[config.mk]
export PLATFORM = sky130hd
export DESIGN_NAME = flash_erase_ctl
export DESIGN_NICKNAME = d
export VERILOG_FILES = /design/src/rtl/flash_erase_pkg.sv /design/src/rtl/flash_cmd_fsm.sv /design/src/rtl/flash_erase_engine.sv /design/src/rtl/flash_word_array.sv /design/src/rtl/flash_erase_ctl.sv
export SDC_FILE = /design/constraint.sdc
export NUM_CORES = 1
export LEC_CHECK = 0
export BUFFER_PORTS_ARGS = -buffer_cell sky130_fd_sc_hd__buf_2
export CAP_MARGIN = 10
export CELL_PAD_IN_SITES_DETAIL_PLACEMENT = 0
export CELL_PAD_IN_SITES_GLOBAL_PLACEMENT = 1
export CORE_UTILIZATION = 40
export CTS_CLUSTER_DIAMETER = 80
export DETAILED_ROUTE_END_ITERATION = 10
export PLACE_DENSITY_LB_ADDON = 0.1
export SYNTH_ARGS = -nofsm -noshare
export SYNTH_HDL_FRONTEND = slang
export SYNTH_SLANG_ARGS = --single-unit
[constraint.sdc]
create_clock -name clk -period 3.3 [get_ports clk]
set_input_delay 0.66 -clock clk [delete_from_list [all_inputs] [get_ports clk]]
set_output_delay 0.66 -clock clk [all_outputs]
set_load 0.03 [all_outputs]
[src/rtl/flash_erase_pkg.sv]
package flash_erase_pkg;
   localparam int CMD_W = 8;

   localparam logic [CMD_W-1:0] CMD_BLK_SETUP = 8'h20;
   localparam logic [CMD_W-1:0] CMD_SEC_SETUP = 8'h32;
   localparam logic [CMD_W-1:0] CMD_CHIP_SETUP = 8'h80;
   localparam logic [CMD_W-1:0] CMD_CONFIRM = 8'hD0;
   localparam logic [CMD_W-1:0] CMD_RD_STATUS = 8'h70;
   localparam logic [CMD_W-1:0] CMD_SUSPEND = 8'hB0;
   localparam logic [CMD_W-1:0] CMD_RD_ARRAY = 8'hFF;
   localparam logic [CMD_W-1:0] CMD_CLR_STATUS = 8'h50;

   localparam int SB_READY = 7;
   localparam int SB_SUSP = 6;
   localparam int SB_ERASE_ERR = 5;
   localparam int SB_SEQ_ERR = 4;
   localparam int SB_VPP_ERR = 3;
   localparam int SB_PROT_ERR = 1;

   typedef enum logic [1:0] {ER_NONE, ER_CHIP, ER_BLOCK, ER_SECTOR} erase_kind_t;
   typedef enum logic [1:0] {FS_IDLE, FS_SETUP, FS_BUSY, FS_SUSP} fsm_state_t;

   function automatic logic [31:0] reset_word(input int idx);
      return 32'(37 * idx + 5);
   endfunction
endpackage

[src/rtl/flash_cmd_fsm.sv]
module flash_cmd_fsm
   import flash_erase_pkg::*;
#(
   parameter int ADDR_W = 6,
   parameter int BLK_W = 2,
   parameter int SEC_W = 4
) (
   input  logic                     clk,
   input  logic                     rst_n,
   input  logic                     wr,
   input  logic [CMD_W-1:0]         wdata,
   input  logic [ADDR_W-1:0]        waddr,
   input  logic                     mux_mode,
   input  logic [(1<<BLK_W)-1:0]    lock,
   input  logic                     vpp_ok,
   input  logic                     eng_busy,
   output logic                     start,
   output logic [ADDR_W-1:0]        range_lo,
   output logic [ADDR_W-1:0]        range_hi,
   output logic                     pause,
   output logic [7:0]               status,
   output logic                     show_status,
   output fsm_state_t               state,
   output erase_kind_t              kind
);
   localparam logic [ADDR_W-1:0] BLK_MASK = ADDR_W'((1 << (ADDR_W - BLK_W)) - 1);
   localparam logic [ADDR_W-1:0] SEC_MASK = ADDR_W'((1 << (ADDR_W - SEC_W)) - 1);
   localparam logic [ADDR_W-1:0] ALL_MASK = '1;

   fsm_state_t  st_q;
   erase_kind_t kind_q;
   logic        show_q;
   logic        e_erase_q, e_seq_q, e_vpp_q, e_prot_q;
   logic [ADDR_W-1:0] span;
   logic        blocked;
   logic        confirm;

   always_comb begin
      unique case (kind_q)
         ER_BLOCK:  span = BLK_MASK;
         ER_SECTOR: span = SEC_MASK;
         default:   span = ALL_MASK;
      endcase
   end

   assign range_lo = waddr & ~span;
   assign range_hi = waddr | span;
   assign blocked  = (kind_q != ER_CHIP) && !mux_mode && lock[waddr[ADDR_W-1 -: BLK_W]];
   assign confirm  = (st_q == FS_SETUP) && wr && (wdata == CMD_CONFIRM);
   assign start    = confirm && vpp_ok && !blocked;
   assign pause    = (st_q == FS_SUSP);

   always_ff @(posedge clk or negedge rst_n) begin
      if (!rst_n) begin
         st_q      <= FS_IDLE;
         kind_q    <= ER_NONE;
         show_q    <= 1'b0;
         e_erase_q <= 1'b0;
         e_seq_q   <= 1'b0;
         e_vpp_q   <= 1'b0;
         e_prot_q  <= 1'b0;
      end else begin
         unique case (st_q)
            FS_IDLE: begin
               if (wr) begin
                  case (wdata)
                     CMD_BLK_SETUP: begin
                        kind_q <= ER_BLOCK;
                        st_q   <= FS_SETUP;
                     end
                     CMD_SEC_SETUP: begin
                        kind_q <= ER_SECTOR;
                        st_q   <= FS_SETUP;
                     end
                     CMD_CHIP_SETUP: begin
                        if (mux_mode) begin
                           kind_q <= ER_CHIP;
                           st_q   <= FS_SETUP;
                        end
                     end
                     CMD_CLR_STATUS: begin
                        e_erase_q <= 1'b0;
                        e_seq_q   <= 1'b0;
                        e_vpp_q   <= 1'b0;
                        e_prot_q  <= 1'b0;
                     end
                     CMD_RD_STATUS: show_q <= 1'b1;
                     CMD_RD_ARRAY:  show_q <= 1'b0;
                     default: ;
                  endcase
               end
            end
            FS_SETUP: begin
               if (wr) begin
                  show_q <= 1'b1;
                  if (wdata != CMD_CONFIRM) begin
                     e_erase_q <= 1'b1;
                     e_seq_q   <= 1'b1;
                     st_q      <= FS_IDLE;
                  end else if (!vpp_ok) begin
                     e_erase_q <= 1'b1;
                     e_vpp_q   <= 1'b1;
                     st_q      <= FS_IDLE;
                  end else if (blocked) begin
                     e_erase_q <= 1'b1;
                     e_prot_q  <= 1'b1;
                     st_q      <= FS_IDLE;
                  end else begin
                     st_q <= FS_BUSY;
                  end
               end
            end
            FS_BUSY: begin
               if (!eng_busy) begin
                  st_q <= FS_IDLE;
               end else if (wr && wdata == CMD_SUSPEND && kind_q != ER_CHIP) begin
                  st_q <= FS_SUSP;
               end
            end
            FS_SUSP: begin
               if (wr && wdata == CMD_RD_STATUS) begin
                  show_q <= 1'b1;
               end else if (wr && wdata == CMD_RD_ARRAY) begin
                  show_q <= 1'b0;
               end
            end
            default: st_q <= FS_IDLE;
         endcase
      end
   end

   always_comb begin
      status               = '0;
      status[SB_READY]     = (st_q != FS_BUSY);
      status[SB_SUSP]      = (st_q == FS_SUSP);
      status[SB_ERASE_ERR] = e_erase_q;
      status[SB_SEQ_ERR]   = e_seq_q;
      status[SB_VPP_ERR]   = e_vpp_q;
      status[SB_PROT_ERR]  = e_prot_q;
   end

   assign show_status = show_q;
   assign state       = st_q;
   assign kind        = kind_q;
endmodule

[src/rtl/flash_erase_engine.sv]
module flash_erase_engine #(
   parameter int ADDR_W = 6,
   parameter int START_LAT = 4
) (
   input  logic              clk,
   input  logic              rst_n,
   input  logic              start,
   input  logic [ADDR_W-1:0] lo,
   input  logic [ADDR_W-1:0] hi,
   input  logic              pause,
   output logic              busy,
   output logic              clr_en,
   output logic [ADDR_W-1:0] clr_addr
);
   logic              busy_q;
   logic [ADDR_W-1:0] cur_q, last_q;
   logic              lat_done;

   generate
      if (START_LAT == 0) begin : g_no_lat
         assign lat_done = 1'b1;
      end else begin : g_lat
         localparam int LAT_W = $clog2(START_LAT + 1);
         logic [LAT_W-1:0] lat_q;
         always_ff @(posedge clk or negedge rst_n) begin
            if (!rst_n) begin
               lat_q <= '0;
            end else if (start) begin
               lat_q <= LAT_W'(START_LAT);
            end else if (busy_q && !pause && lat_q != '0) begin
               lat_q <= lat_q - 1'b1;
            end
         end
         assign lat_done = (lat_q == '0);
      end
   endgenerate

   assign clr_en   = busy_q && !pause && lat_done;
   assign clr_addr = cur_q;
   assign busy     = busy_q;

   always_ff @(posedge clk or negedge rst_n) begin
      if (!rst_n) begin
         busy_q <= 1'b0;
         cur_q  <= '0;
         last_q <= '0;
      end else if (start) begin
         busy_q <= 1'b1;
         cur_q  <= lo;
         last_q <= hi;
      end else if (clr_en) begin
         if (cur_q == last_q) begin
            busy_q <= 1'b0;
         end else begin
            cur_q <= cur_q + 1'b1;
         end
      end
   end
endmodule

[src/rtl/flash_word_array.sv]
module flash_word_array
   import flash_erase_pkg::*;
#(
   parameter int ADDR_W = 6,
   parameter int WORD_W = 8
) (
   input  logic              clk,
   input  logic              rst_n,
   input  logic              clr_en,
   input  logic [ADDR_W-1:0] clr_addr,
   input  logic [ADDR_W-1:0] raddr,
   output logic [WORD_W-1:0] rdata
);
   localparam int DEPTH = 1 << ADDR_W;

   logic [WORD_W-1:0] mem_q [DEPTH];

   always_ff @(posedge clk or negedge rst_n) begin
      if (!rst_n) begin
         for (int i = 0; i < DEPTH; i++) begin
            mem_q[i] <= WORD_W'(reset_word(i));
         end
      end else if (clr_en) begin
         mem_q[clr_addr] <= '1;
      end
   end

   assign rdata = mem_q[raddr];
endmodule

[src/rtl/flash_erase_ctl.sv]
module flash_erase_ctl
   import flash_erase_pkg::*;
#(
   parameter int ADDR_W = 6,
   parameter int WORD_W = 8,
   parameter int BLK_W = 2,
   parameter int SEC_W = 4,
   parameter int START_LAT = 4
) (
   input  logic                  clk,
   input  logic                  rst_n,
   input  logic                  bus_we,
   input  logic [ADDR_W-1:0]     bus_addr,
   input  logic [CMD_W-1:0]      bus_wdata,
   output logic [WORD_W-1:0]     bus_rdata,
   input  logic                  if_mux_mode,
   input  logic [(1<<BLK_W)-1:0] blk_lock,
   input  logic                  vpp_high
);
   generate
      if (BLK_W < 1 || SEC_W <= BLK_W || SEC_W > ADDR_W) begin : g_bad_geometry
         $error("flash_erase_ctl: need 1 <= BLK_W < SEC_W <= ADDR_W");
      end
      if (WORD_W < 8) begin : g_bad_width
         $error("flash_erase_ctl: WORD_W must hold the status byte");
      end
      if (START_LAT < 0) begin : g_bad_lat
         $error("flash_erase_ctl: START_LAT must not be negative");
      end
   endgenerate

   logic              eng_start, eng_pause, eng_busy, clr_en;
   logic [ADDR_W-1:0] range_lo, range_hi, clr_addr;
   logic [7:0]        status;
   logic              show_status;
   logic [WORD_W-1:0] arr_rdata;
   fsm_state_t        fsm_state;
   erase_kind_t       op_kind;

   flash_cmd_fsm #(.ADDR_W(ADDR_W), .BLK_W(BLK_W), .SEC_W(SEC_W)) u_fsm (
      .clk(clk), .rst_n(rst_n), .wr(bus_we), .wdata(bus_wdata), .waddr(bus_addr),
      .mux_mode(if_mux_mode), .lock(blk_lock), .vpp_ok(vpp_high), .eng_busy(eng_busy),
      .start(eng_start), .range_lo(range_lo), .range_hi(range_hi), .pause(eng_pause),
      .status(status), .show_status(show_status), .state(fsm_state), .kind(op_kind)
   );

   flash_erase_engine #(.ADDR_W(ADDR_W), .START_LAT(START_LAT)) u_engine (
      .clk(clk), .rst_n(rst_n), .start(eng_start), .lo(range_lo), .hi(range_hi),
      .pause(eng_pause), .busy(eng_busy), .clr_en(clr_en), .clr_addr(clr_addr)
   );

   flash_word_array #(.ADDR_W(ADDR_W), .WORD_W(WORD_W)) u_array (
      .clk(clk), .rst_n(rst_n), .clr_en(clr_en), .clr_addr(clr_addr),
      .raddr(bus_addr), .rdata(arr_rdata)
   );

   assign bus_rdata = show_status ? WORD_W'(status) : arr_rdata;
endmodule

## After elaboration in Yosys (flattened, before gate mapping)

Cells that the tools add are included.

| word-level totals | value |
|---|---|
| flip-flop bits (word level) | 537 |
| latch bits | 0 |
| RAM bits | 0 |
| ROM bits | 0 |
| bits of input ports | 23 |
| output and inout bits | 8 |
| word-level logic and storage cells | 209 |
| memories | 0 |

| operators by class | value |
|---|---|
| $add $sub $neg | 2 |
| $mul | 0 |
| divide/modulo/power cells | 0 |
| $lt $le $gt $ge | 4 |
| eq/ne operators | 33 |
| shift operators | 0 |
| mux-type cells | 52 |
| bitwise operators | 6 |
| reduce and logical (&&, ||, !) cells | 37 |

Operator list:

| operator | count |
|---|---|
| $or 512x512->512 | 1 |
| $bmux 8 s6 | 1 |
| $demux 8 s6 | 1 |
| $eq 8x8->1 const B | 4 |
| $mux 8 | 4 |
| $mux 1 | 22 |
| $ne 2x2->1 const B | 10 |
| $mux 6 | 3 |
| $eq 8x6->1 const B | 2 |
| $eq 8x7->1 const B | 2 |
| $mux 2 | 8 |
| $reduce_and 5->1 | 3 |
| $ge 7x7->1 const B | 2 |
| $logic_and 1x1->1 | 14 |
| $not 6->7 | 2 |
| $pmux 2 s3 | 2 |
| $pmux 6 s2 | 1 |
| $reduce_and 6->1 | 2 |
| $reduce_bool 3->1 | 4 |
| $pmux 1 s2 | 5 |
| $ne 3x3->1 const B | 3 |
| $eq 2x2->1 const B | 4 |
| $ne 8x8->1 const B | 1 |
| $reduce_bool 2->1 | 4 |
| other kinds (24) | 29 |

## Logic depth before layout (Yosys ltp)

Gate-level depths: netlist of the first run.

| depth | value |
|---|---|
| word-level depth | 8 |
| mapped depth | 9 |
| mapped depth without buffers | 7 |

## Hierarchy

A second synthesis of the first run with hierarchy kept.

| unflattened totals | value |
|---|---|
| cells, all modules | 1620 |
| area, all modules | 22693.0 sq um |

By module, submodules not included:

| module | instances | cells an instance | area each (sq um) | seq. area each (sq um) |
|---|---|---|---|---|
| flash_word_array | 1 | 1428 | 20836.2 | 13131.3 |
| flash_cmd_fsm | 1 | 109 | 875.8 | 225.2 |
| flash_erase_engine | 1 | 74 | 849.6 | 400.4 |
| flash_erase_ctl | 1 | 9 | 131.4 | 0.0 |

## Worst setup path after synthesis of the first run

OpenSTA, ideal clock, no wires.

| path | value |
|---|---|
| path kind | input to output |
| start | in bus_addr[1] |
| end | out bus_rdata[4] |
| arrival | 3.002 ns |
| required time | 2.640 ns |
| setup slack | -0.362 ns |
| cell stages on the path | 8 |
| path buffers | 4 |
| path through | buf_2 buf_2 buf_2 clkbuf_1 a211oi_1 nor3_1 nor4_1 o311ai_0 |

| between the ends | value |
|---|---|
| cells in the longest elaborated chain, start to end | 5 |

RTL lines:

| item | line | RTL |
|---|---|---|
| start, declared | flash_erase_ctl.sv:13 | `input logic [ADDR_W-1:0] bus_addr,` |
| $not 6->7 (not written as such) | flash_word_array.sv:28 | `assign rdata = mem_q[raddr];` |
| $bmux 8 s6 | flash_word_array.sv:28 |  |
| $mux 8 (not written as such) (2 in series) | flash_word_array.sv:28 |  |
| $mux 8 | flash_erase_ctl.sv:57 | `assign bus_rdata = show_status ? WORD_W'(status) : arr_rdata;` |
| end, declared | flash_erase_ctl.sv:15 | `output logic [WORD_W-1:0] bus_rdata,` |

Every way passes these cells. The select of a mux whose other input is x is not followed.

## Worst setup path in the final report of the first run

| path | value |
|---|---|
| start | in bus_addr[0] |
| end | out bus_rdata[0] |

The elaborated chain is that of the path after synthesis.

==> run metrics, run 1 <==
Filler cells=4,972; Tot GR Track Use=0.2111; Slew @ Worst Pin=759.0 ps; Worst setup SP type=primary input; Static Leak=0.01347 µW; Met3 Wirelength=about 1.6 mm; P_sw=5636 µW; Max Cap Violations=0; Num CTS Buffers=60; overall die width=240.5 µm; Ys Warns=0; Syn Area/Cell=13.23 µm²; CP peak stage delay=520 ps; clk sink count=536; DRC viols=0; RSZ-0062 raised after global routing=true; WL met2=27.07 mm; vias in the first global route=14,520; Chip Height=240.5 µm; syn nets=1,750; CP arrival=2690 ps; # nets final=1,913; Via Count=13,680; initial antenna violation count=1; initial drt markers=709; CTS Buffer Depth=3; WHS=roughly 70 ps; Clk Latency, worst-skew pair=620 ps; Core Box Area=56,280 µm²; final setup TNS=-83.62 ps; Yosys reg bits=536; first-pass GRT wire length=91.25 mm; I/O pin cnt=31; Pwr Density=781.8 nW/µm²; slack of the critical path=-54.78 ps; sequential power share=0.471; synthesis-to-layout area growth=22.50%; min Tclk post-route=approximately 3400 ps; outcome=finished, violations left; drt via density=around 5.1; Post-Synth Adder-Cell Area=0.004400; Overflow after GRT=0; fin cells=2,691; Setup WS pre-CTS=-479.5 ps; failing checks=negative setup slack; cts hold-fix bufs=0; final setup fails=2; RD Place Congestion=~0.85; final-report hold violation count=0; slowest CP cell=mux4_2; drt pass-1 iters=4; cell count after synthesis=1,719; Cells after DPL=2,562; die area=57,830 µm²; Initial Utilization=0.4043; WL per Instance=21.80 µm; num rows=87; VDD IR max=482.6 µV; layout cell share with drive strength beyond 1=0.5427; hpwl dp=39.13 mm; largest net degree at the start of global routing=75; port bufs=30; multiplexer share of the synthesized area=0.1401; largest family of logic cells by synthesized area=simple AND/OR/NAND/NOR gates; number of synthesized flops with an enable pin=0; Clk pwr share=0.330; Crit Path Category=primary input to output pin; uppermost routed layer=met4; Clock Skews=around 17 ps; final worst-path cycle share=1.017; M1 WL=~29 mm; ys async rst share=1.000; final wirelength=58.67 mm; proportion of synthesized chip area in sequential cells=0.6036; post-synthesis xor/xnor area fraction=0.004235; Synth Cell Area=22,750 µm²; max frequency=298.1 MHz; Logic pwr share=0.199; worst-path maximum fanout=6; clock slew at reported path FFs=60 ps; CTS root buf=clkbuf_16; Max-slew headroom=0.4921; Post-Synth Simple-Gate Area=0.1960; Final Slew Violations=0; worst-path cell chain=buf_8 -> buf_12 -> buf_12 -> buf_16 -> mux4_2 -> mux4_2 -> a311oi_2 -> o21ai_2 -> buf_6; Crit. End Element=output pin; H-tree depth=2; Req. time, crit path=2640 ps; CTS tree=done; Synth Area in Compound Gates=0.03657; sw frac=0.2587; worst hold path type=primary input to asynchronous set/reset pin; synth unique cells=61; Top FF cell, synth=dfrtp_1; Antenna Nets Post-Route=0; internal power=~16,000 µW; Layout Utilization=0.4952
-- cells in the mapped netlist, types with 7 or more instances --
cell type	n	area [µm²]
nand2_1	61	229.0
a211oi_1	19	142.6
clkbuf_1	32	120.1
dfstp_2	255	6700
dfrtp_1	281	7032
nand3_1	13	65.06
o22ai_1	32	200.2
nand2b_1	256	1602
mux4_2	84	1892
ha_1	8	100.1
mux2_2	83	934.7
or2_2	266	1664
nor4_1	9	56.30
mux2i_1	36	360.4
a21oi_1	7	35.03
buf_2	24	120.1
nor2_1	63	236.5
o21ai_0	24	120.1
inv_1	11	41.29
nor3_1	30	150.1
a22oi_1	12	90.09
nor2b_1	23	143.9
-- what timing repair did --
action | CTS | global route
setup buffers | 10 | 0
gates cloned | 6 | 1
pin swaps | 14 | 7
gates resized for setup | 117 | 37
endpoints found under the setup margin | 8 | 8
-- power by group through the flow --
stage	clock [µW]	sequential [µW]	combinational [µW]
after global routing	7690	10500	4740
after detailed placement	0	10300	4100
after global placement	0	10300	3980
final	7200	10300	4340
after CTS	7390	10200	4330
after floorplan	0	9830	3120
-- logic make-up (layout without fill, tap and decap cells) --
| family | Yosys count | count (layout) |
|---|---|---|
| compound gates | 125 | 125 |
| xor+xnor | 11 | 11 |
| fa+ha+maj | 8 | 8 |
| buf+inv | 76 | 290 |
| flops | 536 | 536 |
| mux | 203 | 203 |
| other cells | 0 | 2 |
| simple gates | 760 | 760 |
-- worst paths after layout --
kind	from	endpoint	slack (ps)	cells after the start
min in group clk	vpp_high	u_fsm.e_prot_q$_DFFE_PN0P_	380	3
max in group asynchronous	rst_n	u_array.mem_q[88]$_DFFE_PN1P_	2320	2
worst min register to register	u_array.mem_q[394]$_DFFE_PN0P_	u_array.mem_q[394]$_DFFE_PN0P_	460	1
worst max register to register	u_fsm.state[0]$_DFFE_PN0P_	u_array.mem_q[331]$_DFFE_PN0P_	260	8
worst min-delay path	rst_n	u_array.mem_q[387]$_DFFE_PN0P_	70	1
worst max-delay path	bus_addr[0]	bus_rdata[0]	-50	9
-- registers in the layout (all words and copies together) (netlist names) --
signal / cells
u_array.mem_q: 512
u_engine.busy: 1
u_engine.clr_addr: 6
u_engine.g_lat.lat_q: 3
u_engine.last_q: 5
u_fsm.e_erase_q: 1
u_fsm.e_prot_q: 1
u_fsm.e_seq_q: 1
u_fsm.e_vpp_q: 1
u_fsm.kind: 2
u_fsm.show_status: 1
u_fsm.state: 2
-- layer usage --
| layer | vias up | global-route usage |
|---|---|---|
| met5 | - | 0 |
| met4 | 0 | 0.06543 |
| met3 | 78 | 0.02801 |
| met2 | 166 | 0.3259 |
| met1 | 7182 | 0.3083 |
| li1 | 6250 | - |
-- cell usage in the layout, fill, tap and decap left out, drive strengths merged, types with 3 or more instances in the layout --
| master | instances |
|---|---|
| dfrtp | 281 |
| o311ai | 6 |
| a211oi | 19 |
| xor2 | 6 |
| o22ai | 32 |
| nor4 | 9 |
| bufinv | 11 |
| buf | 162 |
| a31oi | 6 |
| nor2b | 23 |
| and3 | 5 |
| nand3b | 6 |
| nand3 | 13 |
| mux2i | 36 |
| a22oi | 12 |
| nand2 | 61 |
| or3 | 3 |
| nor2 | 64 |
| o211ai | 4 |
| clkinv | 16 |
| or2 | 266 |
| a21oi | 8 |
| ha | 8 |
| dfstp | 255 |
| xnor2 | 5 |
| nor3 | 32 |
| inv | 12 |
| mux4 | 84 |
| clkbuf | 85 |
| mux2 | 83 |
| and2 | 5 |
| o21ai | 25 |
| nor3b | 5 |
| nand4 | 3 |
| o2111ai | 3 |
| nand2b | 256 |
-- layout make-up --
cell class                      count  area [µm²]  area share
Sequential cell                   536       13730      0.4927
Multi-Input combinational cell   1107        9269      0.3326
Timing Repair Buffer              166        1723     0.06182
Clock buffer                       83        1690     0.06065
Tap cell                          756       945.9     0.03394
Clock inverter                     30       462.9     0.01661
Inverter                           11       41.29    0.001482
Antenna cell                        2       5.005   0.0001796
-- critical path, delay by kind of cell --
family	cells	cell delay, ps
buffers and inverters	5	650
multiplexers	2	1000
AO/OA/AOI/OAI	2	380
-- metrics by stage --
step | cell area, µm² | total power, µW
final | 27870 | 21790
after global routing | 27860 | 22950
after floorplan | 22770 | 12950
after CTS | 27670 | 21970
after detailed placement | 24730 | 14390
after global placement | 24730 | 14280
Power figures use the tool's default switching activity.
==> inputs of run 2 (changes only) <==
Settings changed: CORE_UTILIZATION 40 to 53.
==> run metrics, run 2 (synthesis results as in run 1) <==
DRC viols=0 (unchanged); Biggest register=u_array.mem_q; met3 Usage GRT=0.03983 (+0.01181); num rows=75 (-14%); drt pass-1 iters=5 (+1); Req. time, crit path=2640 ps (about the same); Worst setup SP type=primary input; Clk Latency, worst-skew pair=620 ps (about the same); hpwl dp=36.01 mm (-8.0%); vias in the first global route=14,680 (+1.1%); clock slew at reported path FFs=60 ps (about the same); Chip Height=209.2 µm (-13%); Core Box Area=42,130 µm² (-25%); final wirelength=54.09 mm (-7.8%); WP buf/inv=4 (-1); CTS tree=done; Antenna Cells=0 (-2); layout cell share with drive strength beyond 1=0.5125 (-0.03017); slack of the critical path=-5.473 ps (+49.31 ps); CP Launch Point=bus_addr[1]; Layout Utilization=0.6396 (+0.1444); Num CTS Buffers=56 (-6.7%); initial drt markers=939 (+32%); worst-path maximum fanout=27 (+21); Slew @ Worst Pin=767.2 ps (+8.160 ps); overall die width=209.2 µm (-13%); Tot GR Track Use=0.2598 (+0.04864); max FFs per register=512 (unchanged); WL per Instance=22.02 µm (+0.98%); die area=43,760 µm² (-24%); CTS root buf=clkbuf_16; most frequent cells in the layout=dfrtp_1, or2_2, nand2b_1, dfstp_2, buf_4; Cells after DPL=2,339 (-8.7%); Overflow after GRT=0 (unchanged); final setup fails=1 (-1); M2 GR Usage=0.3963 (+0.07041); fin cells=2,457 (-8.7%); Clock Skews=25.17 ps (+8.259 ps); Crit Path Category=primary input to output pin; cts hold-fix bufs=0 (unchanged); failing checks=negative setup slack; CP arrival=2650 ps (-40 ps); clk sink count=536 (unchanged); grt peak-use layer=met2; Via Count=13,740 (+0.48%); met1 Use GR=0.3820 (+0.07377); CP peak stage delay=540 ps (+20 ps); max frequency=302.5 MHz (+1.5%); CTS Buffer Depth=3 (unchanged); worst-path cell chain=clkbuf_16 -> buf_12 -> mux4_2 -> mux2i_1 -> nand2_1 -> a31oi_1 -> a211oi_1 -> buf_4 -> buf_2; synthesis-to-layout area growth=18.45%; VDD IR max=702.5 µV (+46%); first-pass GRT wire length=86.93 mm (-4.7%); RSZ-0062 raised after global routing=true; Antenna Nets Post-Route=0 (unchanged); final-report hold violation count=0 (unchanged); Static Leak=0.01330 µW (-1.3%); Initial Utilization=0.5400 (+0.1357); RD Place Congestion=0.8522 (+0.76%); drt via density=5.593 (+10%); final worst-path cycle share=1.002 (-0.01494); outcome=finished, violations left; Setup WS pre-CTS=-155.8 ps (+323.7 ps); slowest CP cell=mux4_2; Pwr Density=786.1 nW/µm² (+0.55%); I/O pin cnt=31 (unchanged); # nets final=1,901 (-0.63%); port bufs=30 (unchanged); Max Cap Violations=0 (unchanged); largest net degree at the start of global routing=83 (+11%); min Tclk post-route=3305 ps (-49.31 ps); CP top delay family=multiplexers; worst hold path type=primary input to asynchronous set/reset pin; commonest non-fill, non-tap cell in the layout=dfrtp_1; H-tree depth=2 (unchanged); initial antenna violation count=0 (-1); Final Slew Violations=0 (unchanged); RR Startpoint=u_fsm.state[0]$_DFFE_PN0P_; Max-slew headroom=0.4886 (-0.003571); Crit. End Element=output pin
==> run 2: routing by layer <==
metal  routed length (µm)  vias to the layer above
met5                    0                        -
met4                 1192                        0
met3                 2327                       73
met2                25180                      276
met1                25390                     7181
li1                     -                     6212
==> run 2: path summary, 6_finish.rpt <==
path / to / slack (ps) / cells after the start
setup / recovery: bus_rdata[2] / -5 / 9
hold / removal: u_array.mem_q[403]$_DFFE_PN0P_ / 40 / 1
setup reg to reg: u_array.mem_q[334]$_DFFE_PN0P_ / 540 / 8
hold reg to reg: u_array.mem_q[453]$_DFFE_PN0P_ / 460 / 1
max in group asynchronous: u_array.mem_q[226]$_DFFE_PN1P_ / 2320 / 2
min in group clk: u_fsm.e_prot_q$_DFFE_PN0P_ / 380 / 3
==> run 2: per-stage QoR <==
stage                     total power, µW  setup TNS, ps  hold WS (ps)  instance area [µm²]
after floorplan                     12950        -0.2243         364.4                22770
after global placement              14160         -899.8         443.3                24490
after detailed placement            14320         -901.2         446.7                24490
after CTS                           21300              0         56.72                26790
after global routing                22220         -45.03         79.34                26950
final                               21180         -5.473         44.55                26950
==> run 2: area by class of cell <==
class / instances / area [µm²]
fill: 3168 / 15190
clock inverter: 26 / 375.4
sequential: 536 / 13730
multi-input combinational: 1107 / 8866
timing repair buffer: 158 / 1617
inverter: 11 / 41.29
clock buffer: 80 / 1643
tap: 539 / 674.4
==> run 2: repair_timing <==
action / in CTS / in global routing
setup endpoints to repair: 8 / 8
gates cloned: 3 / 1
resized for setup: 28 / 28
pin swaps: 1 / 2
endpoints found under the hold margin: 0 / 0
setup buffers: 5 / 3
==> run 2: where the power goes <==
group | switching, µW | leakage [µW] | internal, µW
clock | 2640 | 0.000996 | 4170
combinational | 1670 | 0.00587 | 2420
sequential | 1090 | 0.00643 | 9190
==> inputs of run 3 (changes only) <==
Settings changed: SKIP_LAST_GASP set to 1.
==> run metrics, run 3 (synthesis results as in run 1) <==
Antenna Nets Post-Route=0 (unchanged); port bufs=30 (unchanged); Tot GR Track Use=0.2598 (unchanged); layout cell share with drive strength beyond 1=0.5117 (-0.0007759); Crit Path Category=primary input to output pin; RD Place Congestion=0.8522 (unchanged); Max-slew headroom=0.4709 (-0.01766); RR Startpoint=u_fsm.state[0]$_DFFE_PN0P_; Core Box Area=42,130 µm² (unchanged); overall die width=209.2 µm (unchanged); initial drt markers=988 (+5.2%); Pwr Density=787.0 nW/µm² (+0.11%); Static Leak=0.01328 µW (-0.12%); hpwl dp=36.01 mm (unchanged); CTS root buf=clkbuf_16; commonest non-fill, non-tap cell in the layout=dfrtp_1; sequential cell area=13,730 µm² (unchanged); Max Cap Violations=0 (unchanged); DRC viols=0 (unchanged); Slew @ Worst Pin=793.7 ps (+26.49 ps); CP Launch Point=bus_addr[0]; vias in the first global route=14,670 (-0.041%); Chip Height=209.2 µm (unchanged); max frequency=304.4 MHz (+0.61%); worst hold path type=primary input to asynchronous set/reset pin; min Tclk post-route=3286 ps (-19.90 ps); Final Slew Violations=0 (unchanged); clk sink count=536 (unchanged); # nets final=1,900 (-0.053%); synthesis-to-layout area growth=18.29%; Initial Utilization=0.5400 (unchanged); final worst-path cycle share=0.9956 (-0.006031); Overflow after GRT=0 (unchanged); fin cells=2,456 (-0.041%); final-report hold violation count=0 (unchanged); Filler cells=3,173 (+0.16%); final setup fails=0 (-1); Setup WS pre-CTS=-155.8 ps (unchanged); Req. time, crit path=2640 ps (about the same); CTS tree=done; die area=43,760 µm² (unchanged); WHS=31.92 ps (-12.62 ps); VDD IR max=704.5 µV (+0.29%); Num CTS Buffers=56 (unchanged); Cells after DPL=2,339 (unchanged); I/O pin cnt=31 (unchanged); WL per Instance=22.02 µm (about the same); CTS Buffer Depth=3 (unchanged); worst-path maximum fanout=9 (-67%); drt via density=5.582 (-0.19%); max FFs per register=512 (unchanged); Crit. End Element=output pin; num rows=75 (unchanged); R2R Setup Slk=540 ps (about the same); footprint of the multi-input gates=8857 µm² (about the same); clock slew at reported path FFs=60 ps (about the same); first-pass GRT wire length=86.92 mm (about the same); RSZ-0062 raised after global routing=true; Placed Area=24,490 µm² (unchanged); slack of the critical path=14.43 ps (+19.90 ps); drt pass-1 iters=5 (unchanged); final wirelength=54.08 mm (about the same); initial antenna violation count=0 (unchanged); Clock Skews=26.15 ps (+0.9837 ps); Via Count=13,710 (-0.23%); most frequent cells in the layout=dfrtp_1, or2_2, nand2b_1, dfstp_2, buf_4; Clk Latency, worst-skew pair=620 ps (about the same); Antenna Cells=0 (unchanged); Layout Utilization=0.6387 (-0.0008610); Finished Cell Area=26,910 µm² (-0.13%); Biggest register=u_array.mem_q; cts hold-fix bufs=0 (unchanged); Worst setup SP type=primary input; largest net degree at the start of global routing=83 (unchanged); CP arrival=2630 ps (-20 ps); H-tree depth=2 (unchanged); outcome=complete, no violations
==> run 3: cell count changes in the layout (fill, tap and decap cells not counted) <==
| cell | previous run | this run |
|---|---|---|
| o22ai_2 | 3 | 2 |
| or2_2 | 265 | 266 |
| o22ai_1 | 29 | 30 |
| buf_12 | 25 | 24 |
| buf_4 | 98 | 99 |
| buf_16 | 4 | 5 |
| buf_2 | 21 | 22 |
| clkbuf_16 | 59 | 58 |
| or2_4 | 1 | 0 |
| buf_6 | 6 | 4 |
==> run 3: cell type report <==
class | count | share of cell area
well taps | 539 | 0.02506
clock inverters | 26 | 0.01395
multi-input cells | 1107 | 0.3291
repair buffers | 157 | 0.05904
clock buffers | 80 | 0.06104
inverters | 11 | 0.001534
flip-flops and latches | 536 | 0.5103
==> run 3: what timing repair did <==
action / 4_1_cts / 5_1_grt
buffers inserted: 5 / 3
endpoints found under the hold margin: 0 / 0
cloned: 3 / 0
pin swaps: 1 / 2
setup endpoints to repair: 8 / 8
gates resized for setup: 26 / 26
==> run 3: through the flow <==
stage          setup TNS (ps)  power (µW)
4_1_cts                -31.81       21300
3_3_place_gp           -899.8       14160
5_1_grt                -106.7       22210
3_5_place_dp           -901.2       14320
6_report                    0       21180
2_1_floorplan         -0.2243       12950
==> run 3: critical path, stage by stage <==
cell and delay, ps:
buf_12 120, buf_12 150, buf_12 120, mux4_2 510
mux4_2 490, nor3_1 170, a211oi_1 70, buf_4 140
buf_2 170
==> run 3: power by group <==
part           switching [µW]  internal (µW)
registers                1090           9190
logic                    1670           2410
clock network            2640           4170
total                    5400          15800
==> run 3: layer usage <==
metal / wire [µm] / up-vias / GRT usage
met1: 25400 / 7153 / 0.3820
met2: 25110 / 271 / 0.3962
li1: - / 6209 / -
met5: 0 / - / 0
met3: 2312 / 77 / 0.03983
met4: 1260 / 0 / 0.09102
==> run 3: final timing paths <==
check                                                 end  cells past startpoint
setup / recovery                             bus_rdata[2]                      9
hold / removal             u_array.mem_q[403]$_DFFE_PN0P_                      1
setup reg to reg           u_array.mem_q[334]$_DFFE_PN0P_                      8
hold reg to reg            u_array.mem_q[325]$_DFFE_PN0P_                      1
max in group asynchronous  u_array.mem_q[414]$_DFFE_PN1P_                      2
min in group clk               u_fsm.e_prot_q$_DFFE_PN0P_                      3
